[src/rtl/pushpull_pwm_pkg.sv]
`timescale 1ns/1ps
package pushpull_pwm_pkg;

    localparam int unsigned PWM_W      = 8;
    localparam int unsigned MIN_PERIOD = 2;
    localparam int unsigned MIN_BLANK  = 1;

    typedef logic [PWM_W-1:0] cnt_t;

    typedef struct packed {
        cnt_t period;
        cnt_t duty;
        cnt_t blank;
    } frame_cfg_t;

    typedef enum logic {
        LEG_A = 1'b0,
        LEG_B = 1'b1
    } leg_t;

    function automatic cnt_t floor_at(cnt_t v, int unsigned lo);
        return (v < cnt_t'(lo)) ? cnt_t'(lo) : v;
    endfunction

    // Legalise a raw command set before it governs a period.
    function automatic frame_cfg_t sanitize(frame_cfg_t raw);
        frame_cfg_t c;
        c.period = floor_at(raw.period, MIN_PERIOD);
        c.blank  = floor_at(raw.blank, MIN_BLANK);
        c.duty   = raw.duty;
        return c;
    endfunction

    function automatic leg_t other_leg(leg_t l);
        return (l == LEG_A) ? LEG_B : LEG_A;
    endfunction

endpackage

[src/rtl/pushpull_pwm_sync.sv]
`timescale 1ns/1ps
module pushpull_pwm_sync #(
    parameter int unsigned STAGES = 2
) (
    input  logic clk,
    input  logic rst,
    input  logic async_in,
    output logic rise
);
    // chain[STAGES-1:0] resynchronise, chain[STAGES] holds the previous level
    logic [STAGES:0] chain;

    always_ff @(posedge clk) begin
        if (rst) begin
            chain <= '0;
        end else begin
            chain <= {chain[STAGES-1:0], async_in};
        end
    end

    assign rise = chain[STAGES-1] & ~chain[STAGES];

endmodule

[src/rtl/pushpull_pwm_ramp.sv]
`timescale 1ns/1ps
module pushpull_pwm_ramp
    import pushpull_pwm_pkg::*;
(
    input  logic       clk,
    input  logic       rst,
    input  frame_cfg_t cmd,
    input  logic       sync_evt,
    output cnt_t       ramp,
    output frame_cfg_t cfg,
    output logic       restart,
    output logic       armed,
    output logic       frame_start
);
    cnt_t       ramp_q;
    frame_cfg_t cfg_q;
    logic       armed_q;
    logic       wrap;

    assign wrap    = (ramp_q >= (cfg_q.period - cnt_t'(1)));
    assign restart = wrap | sync_evt;

    always_ff @(posedge clk) begin
        if (rst) begin
            ramp_q  <= '0;
            cfg_q   <= sanitize(cmd);
            armed_q <= 1'b0;
        end else if (restart) begin
            ramp_q  <= '0;
            cfg_q   <= sanitize(cmd);
            armed_q <= 1'b1;
        end else begin
            ramp_q  <= ramp_q + cnt_t'(1);
        end
    end

    assign ramp        = ramp_q;
    assign cfg         = cfg_q;
    assign armed       = armed_q;
    assign frame_start = armed_q & (ramp_q == '0);

endmodule

[src/rtl/pushpull_pwm_pulse.sv]
`timescale 1ns/1ps
module pushpull_pwm_pulse
    import pushpull_pwm_pkg::*;
(
    input  logic       clk,
    input  logic       rst,
    input  cnt_t       ramp,
    input  frame_cfg_t cfg,
    input  logic       restart,
    input  logic       armed,
    input  logic       kill_req,
    output logic       drv_a,
    output logic       drv_b
);
    logic kill_q;
    logic done_q;
    logic fired_q;
    leg_t leg_q;
    logic past_blank;
    logic in_window;
    logic active;

    assign past_blank = (ramp >= cfg.blank);
    assign in_window  = past_blank & (ramp < cfg.duty);
    assign active     = armed & ~done_q & ~kill_q & in_window;

    always_ff @(posedge clk) begin
        if (rst) begin
            kill_q  <= 1'b0;
            done_q  <= 1'b0;
            fired_q <= 1'b0;
            leg_q   <= LEG_A;
        end else begin
            kill_q <= kill_req;
            if (restart) begin
                done_q  <= 1'b0;
                fired_q <= 1'b0;
                if (fired_q | active) begin
                    leg_q <= other_leg(leg_q);
                end
            end else begin
                // once past blanking, any idle cycle closes the period's pulse
                done_q  <= done_q | (past_blank & ~active);
                fired_q <= fired_q | active;
            end
        end
    end

    assign drv_a = active & (leg_q == LEG_A);
    assign drv_b = active & (leg_q == LEG_B);

endmodule

[src/rtl/pushpull_pwm.sv]
`timescale 1ns/1ps
module pushpull_pwm
    import pushpull_pwm_pkg::*;
#(
    parameter int unsigned SYNC_STAGES = 2
) (
    input  logic             clk,
    input  logic             rst,
    input  logic [PWM_W-1:0] duty_word,
    input  logic [PWM_W-1:0] period_word,
    input  logic [PWM_W-1:0] blank_word,
    input  logic             sync_in,
    input  logic             shutdown,
    input  logic             overcurrent,
    output logic             out_a,
    output logic             out_b,
    output logic             sync_out
);
    frame_cfg_t cmd;
    frame_cfg_t cfg;
    cnt_t       ramp;
    logic       restart;
    logic       armed;
    logic       sync_rise;
    logic       frame_start;

    assign cmd.period = period_word;
    assign cmd.duty   = duty_word;
    assign cmd.blank  = blank_word;

    pushpull_pwm_sync #(.STAGES(SYNC_STAGES)) u_sync (
        .clk      (clk),
        .rst      (rst),
        .async_in (sync_in),
        .rise     (sync_rise)
    );

    pushpull_pwm_ramp u_ramp (
        .clk         (clk),
        .rst         (rst),
        .cmd         (cmd),
        .sync_evt    (sync_rise),
        .ramp        (ramp),
        .cfg         (cfg),
        .restart     (restart),
        .armed       (armed),
        .frame_start (frame_start)
    );

    pushpull_pwm_pulse u_pulse (
        .clk      (clk),
        .rst      (rst),
        .ramp     (ramp),
        .cfg      (cfg),
        .restart  (restart),
        .armed    (armed),
        .kill_req (shutdown | overcurrent),
        .drv_a    (out_a),
        .drv_b    (out_b)
    );

    assign sync_out = frame_start;

endmodule

[config.mk]
export PLATFORM = sky130hd
export DESIGN_NAME = pushpull_pwm
export DESIGN_NICKNAME = d
export VERILOG_FILES = /design/src/rtl/pushpull_pwm_pkg.sv /design/src/rtl/pushpull_pwm_sync.sv /design/src/rtl/pushpull_pwm_ramp.sv /design/src/rtl/pushpull_pwm_pulse.sv /design/src/rtl/pushpull_pwm.sv
export SDC_FILE = /design/constraint.sdc
export NUM_CORES = 1
export LEC_CHECK = 0
export ABC_AREA = 1
export BUFFER_PORTS_ARGS = -buffer_cell sky130_fd_sc_hd__buf_4
export CAP_MARGIN = 20
export CORE_UTILIZATION = 50
export CTS_CLUSTER_DIAMETER = 120
export DETAILED_ROUTE_END_ITERATION = 8
export PLACE_DENSITY = 0.7
export SLEW_MARGIN = 30
export SYNTH_ARGS = -nofsm -noshare
export SYNTH_HDL_FRONTEND = slang
export SYNTH_SLANG_ARGS = --single-unit
export TNS_END_PERCENT = 1
[constraint.sdc]
create_clock -name clk -period 2.4 [get_ports clk]
set_input_delay 0 -clock clk [delete_from_list [all_inputs] [get_ports clk]]
set_output_delay 0 -clock clk [all_outputs]
set_load 0.05 [all_outputs]
=== Word-level counts from Yosys, hierarchy flattened ===
Cells that the tools add are included.

* $add $sub $neg: 2
* Magnitude comparators: 5
* Muxes and demuxes: 5
* Bitwise gates (word level): 18
* Reduce and logical (&&, ||, !) cells: 4

{| class="wikitable"
|+ Operators with widths
! operator !! number
|-
| $mux 24 || 2
|-
| $ge 8x8->1 || 2
|-
| $mux 8 || 2
|-
| $and 1x1->1 || 9
|-
| $add 8x1->8 const B || 1
|-
| $logic_not 8->1 || 1
|-
| $lt 8x1->1 const B || 1
|-
| $lt 8x2->1 const B || 1
|-
| $lt 8x8->1 || 1
|-
| $sub 8x1->8 const B || 1
|-
| $not 1->1 || 5
|-
| $or 1x1->1 || 4
|-
| $reduce_and 2->1 || 1
|-
| $reduce_bool 2->1 || 1
|-
| $reduce_or 2->1 || 1
|-
| $mux 1 || 1
|}

* Bits in registers: 40
* Input bits: 29
* Output and inout port bits: 3

=== Logic depth before layout (Yosys ltp) ===
* Word-level depth: 7
* Gate-level depth with buffers: 14
* Mapped depth without buffers: 14

=== By module ===
A second synthesis with hierarchy kept.

* Cells, all modules: 247
* Area, all modules: 2,242.2 um^2

{| class="wikitable"
|+ Modules (own cells, without submodules)
! module !! times used !! cells an instance !! area each (um^2) !! seq. area each (um^2)
|-
| pushpull_pwm_ramp || 1 || 141 || 1,521.5 || 900.9
|-
| pushpull_pwm_pulse || 1 || 93 || 623.1 || 80.1
|-
| pushpull_pwm_sync || 1 || 10 || 86.3 || 60.1
|-
| pushpull_pwm || 1 || 3 || 11.3 || 0.0
|}

=== Worst setup path before layout ===
OpenSTA, ideal clock, no wires.

* Path type: register to register
* Start point: register u_ramp.cfg_q, in the netlist u_ramp.cfg[16]
* End point: register u_ramp.cfg_q, in the netlist u_ramp.cfg[0], enable pin
* Arrival time: 2,026 ps
* Data required time: 2,067 ps
* Setup slack: 40 ps
* Cell stages (with the launch flop): 14
* Path buffers: 0
* Clock period less this slack: 2,360 ps
* Cells stage by stage: edfxtp_1 -> inv_1 -> ha_1 -> nand2_1 -> nor3_1 -> xor2_1 -> inv_1 -> ha_1 -> nand2_1 -> nor2_1 -> nand4_1 -> nand4_4 -> nor2_4 -> inv_4

* Cells in the longest elaborated chain, start to end: 4

{| class="wikitable"
|+ RTL lines
! element !! RTL line !! RTL
|-
| from (decl) || pushpull_pwm_ramp.sv:16 || <nowiki>frame_cfg_t cfg_q;</nowiki>
|-
| from (signal assigned) || pushpull_pwm_ramp.sv:26 || <nowiki>cfg_q <= sanitize(cmd);</nowiki>
|-
| from (signal assigned) || pushpull_pwm_ramp.sv:30 || <nowiki>cfg_q <= sanitize(cmd);</nowiki>
|-
| $sub 8x1->8 || pushpull_pwm_ramp.sv:20 || <nowiki>assign wrap = (ramp_q >= (cfg_q.period - cnt_t'(1)));</nowiki>
|-
| $ge 8x8->1 || pushpull_pwm_ramp.sv:20 ||
|-
| $or 1x1->1 || pushpull_pwm_ramp.sv:21 || <nowiki>assign restart = wrap | sync_evt;</nowiki>
|-
| $reduce_bool 2->1 (no line) || - ||
|}

No other way between the ends.
A chain may end at the register's enable or synchronous reset.

=== Worst setup path after layout ===
* Start point: register u_ramp.cfg_q, in the netlist u_ramp.cfg[17]
* End point: register u_ramp.cfg_q, in the netlist u_ramp.cfg[11], enable pin

Same word-level chain as after synthesis.

==> flow_summary.toml <==
[sta]
finalSetupViolations = 0
fin_ws_ns = 0.02975
fmax_ghz = 0.4219
slew_viol_final = 0
finClkSkew_ns = 0.01103
max_slew_margin_pct = 76.65
hold_violations = 0
period_share_pct = 98.76
rsz0062_at_grt = "yes"
tightestPinTransition_ns = 0.3498
fin_crit_ns = 2.370

[layout]
fill_cells = 309
drive_above_1_share_pct = 22.59
stdcell_area_mm2 = 0.002939
antenna_cells = 0
layout.cells.non_filler = 351
syn_to_final_growth_pct = 34.15
fin_nets = 355
finish.utilization_pct = 71.42

[global_route]
antenna_found_initial = 0
grt_pass1_vias = 1559
track_usage_pct = 19.73
overflow = 0
grt_max_degree = 18
grt_pass1_wl_um = 6534

[synth]
syn-num-nets = 295
syn_area_mm2 = 0.002191
async_flop_share_pct = 0
synthCells = 240
ys.flop_type = "edfxtp_1"
seq_area_frac_synth_pct = 47.52
ys_ff_latch = 40
synth_warnings = 0
synth_area_per_cell_um2 = 9.129
yosysUniqueCellTypes = 31
synth_edf_count = 24

[placement]
gp_congestion = 0.7074
pre_cts_slack_ns = -0.08728
place_inst = 311
hpwlAfterDp_um = 2710
io_buffers = 31
place_area_mm2 = 0.002485

[power]
p_leak_nw = 1.391
power_mw = 1.470
p_per_area_mw_per_mm2 = 500.1
peakVddDrop_mv = 0.3247

[setup_path]
crit_type = "flop to flop"
arrival_ns = 2.37
worst_ep_required_time_ns = 2.40
reg2reg_slack_ns = 0.03
worstSetupStartpointType = "flop"
slowest_delay_ns = 0.38
slowest_stage = "edfxtp_1"
crit_fanout = 17
end_kind = "flop"
crit_chain = "nor2_1, nand2_1, nor2_1, nand2_1, nor3_2, xnor2_1, ha_1, nand2_2, nor2_4, nand4_1, nand4_4, nor2_4, inv_4, buf_12"

[detailed_routing]
ant_nets = 0
drt_iter0_markers = 100
drtPass1Iterations = 4
viasPerCell = 4.678
routed_wl_um = 4069
dr_total_vias = 1642
detail_route.wl_per_cell_um = 11.59
drcViolationCount = 0

[clock_network]
clk_latency_ns = 0.29
clock-root-buffer = "clkbuf_8"
cts.sinks = 40
numCtsBuffers = 5
clkSlewWorstSetupHoldPaths_ns = 0.07
cts_tree = "built"
ctsHtreeMaxLevel = 2
clock_path_buffers = 2

[worst_hold_path]
hold_path_class = "input port to flop"

[floorplan]
die_h_um = 68.20
coreArea_mm2 = 0.004115
core.rowCount = 23
die_area_mm2 = 0.004651
start_util_pct = 53.24
die_w_um = 68.20
io_pins = 32

[status]
outcome = "completed"

[run]
drv_cap = 0
## path summary, 6_finish.rpt
kind	endpoint	startpoint	depth (start not counted)
min reg2reg	u_sync.chain[1]	u_sync.chain[0]	2
max reg2reg	u_ramp.cfg[11]	u_ramp.cfg[17]	14
min	u_ramp.cfg[16]	period_word[0]	3
max	u_ramp.cfg[11]	u_ramp.cfg[17]	14
## worst max-delay path: cells and delay by family, from the launching register on
kind | cells | cell delay (ns)
adder cells (fa/ha/maj) | 1 | 0.33
flip-flops | 1 | 0.38
XOR/XNOR | 1 | 0.09
buffers and inverters | 2 | 0.22
AND/OR/NAND/NOR | 10 | 1.05
## area by class of cell
cell class | count | area, µm² | share of cell area, %
sequential | 40 | 1041 | 35.42
multi-input combinational | 142 | 984.7 | 33.50
timing repair buffer | 66 | 596.8 | 20.31
inverter | 45 | 171.4 | 5.832
clock buffer | 5 | 68.82 | 2.341
tap | 50 | 62.56 | 2.129
clock inverter | 3 | 13.76 | 0.4683
## state kept, by name, indices dropped and copies added, names as in the netlist
name,cells
u_pulse.kill_q,1
u_sync.chain,3
u_pulse.fired_q,1
u_ramp.armed,1
u_ramp.ramp,8
u_ramp.cfg,24
u_pulse.done_q,1
u_pulse.leg_q,1
## per-stage QoR
| step | hold slack, ns | TNS [ns] |
|---|---|---|
| after floorplan | 0.07118 | 0 |
| after global placement | 0.1786 | 0 |
| after detailed placement | 0.1794 | -1.898 |
| after CTS | 0.009315 | 0 |
| after global routing | 0.04807 | -3.092 |
| final | 0.01586 | 0 |
## repair_timing
item / 4_1_cts / 5_1_grt
gates resized for setup: 5 / 9
endpoints found under the setup margin: 24 / 33
hold buffers: 29 / 0
buffers inserted: 3 / 0
pin swaps: 3 / 1
hold endpoints to repair: 28 / 0
## metal layers
metal,track usage (%),vias up,routed length (µm)
met5,0,-,0
met4,7.813,0,70
met3,4.000,7,86
met2,35.42,22,2068
met1,22.69,728,1843
li1,-,885,-
## Yosys cell counts, drive strengths merged, types with 2 or more instances
| cell | instances | share of area, % |
|---|---|---|
| or2 | 3 | 0.86 |
| o21a | 2 | 0.74 |
| o21ai | 2 | 0.46 |
| ha | 26 | 15 |
| nor2 | 29 | 5.3 |
| nand3 | 7 | 2.1 |
| nand2 | 37 | 6.5 |
| xor2 | 6 | 2.4 |
| xnor2 | 2 | 0.80 |
| nor4 | 3 | 0.86 |
| a21oi | 12 | 2.9 |
| clkbuf | 13 | 2.2 |
| edfxtp | 24 | 33 |
| nand4 | 4 | 1.8 |
| inv | 45 | 7.8 |
| nor3 | 5 | 1.4 |
| dfxtp | 16 | 15 |
## cell usage in the layout, fill, tap and decap left out, types with 2 or more instances in the layout
cell,instances
inv_1,42
nand2_1,34
buf_4,34
dlygate4sd3_1,29
nor2_1,24
ha_1,24
edfxtp_1,24
dfxtp_1,16
a21oi_1,11
xor2_1,6
nand3_1,5
clkbuf_8,5
nor2_2,3
nand2_2,3
nor3_2,3
nand4_1,3
nor4_1,3
inv_2,2
xnor2_1,2
o21ai_0,2
nor2_4,2
or2_2,2
nand3_2,2
nor3_1,2
ha_4,2
clkinv_2,2
buf_12,2
## power by group
group          switching, mW  internal, mW
clock                  0.224         0.197
combinational          0.119         0.135
sequential            0.0235         0.771
total                  0.366          1.10
## cells by family after synthesis
group,after synthesis,synth area share (%)
AO/OA/AOI/OAI,18,4.798
XOR/XNOR,8,3.198
adder cells (fa/ha/maj),26,14.85
buffers and inverters,58,10.05
flip-flops,40,47.52
AND/OR/NAND/NOR,90,19.59
(Power assumes the default switching activity.)
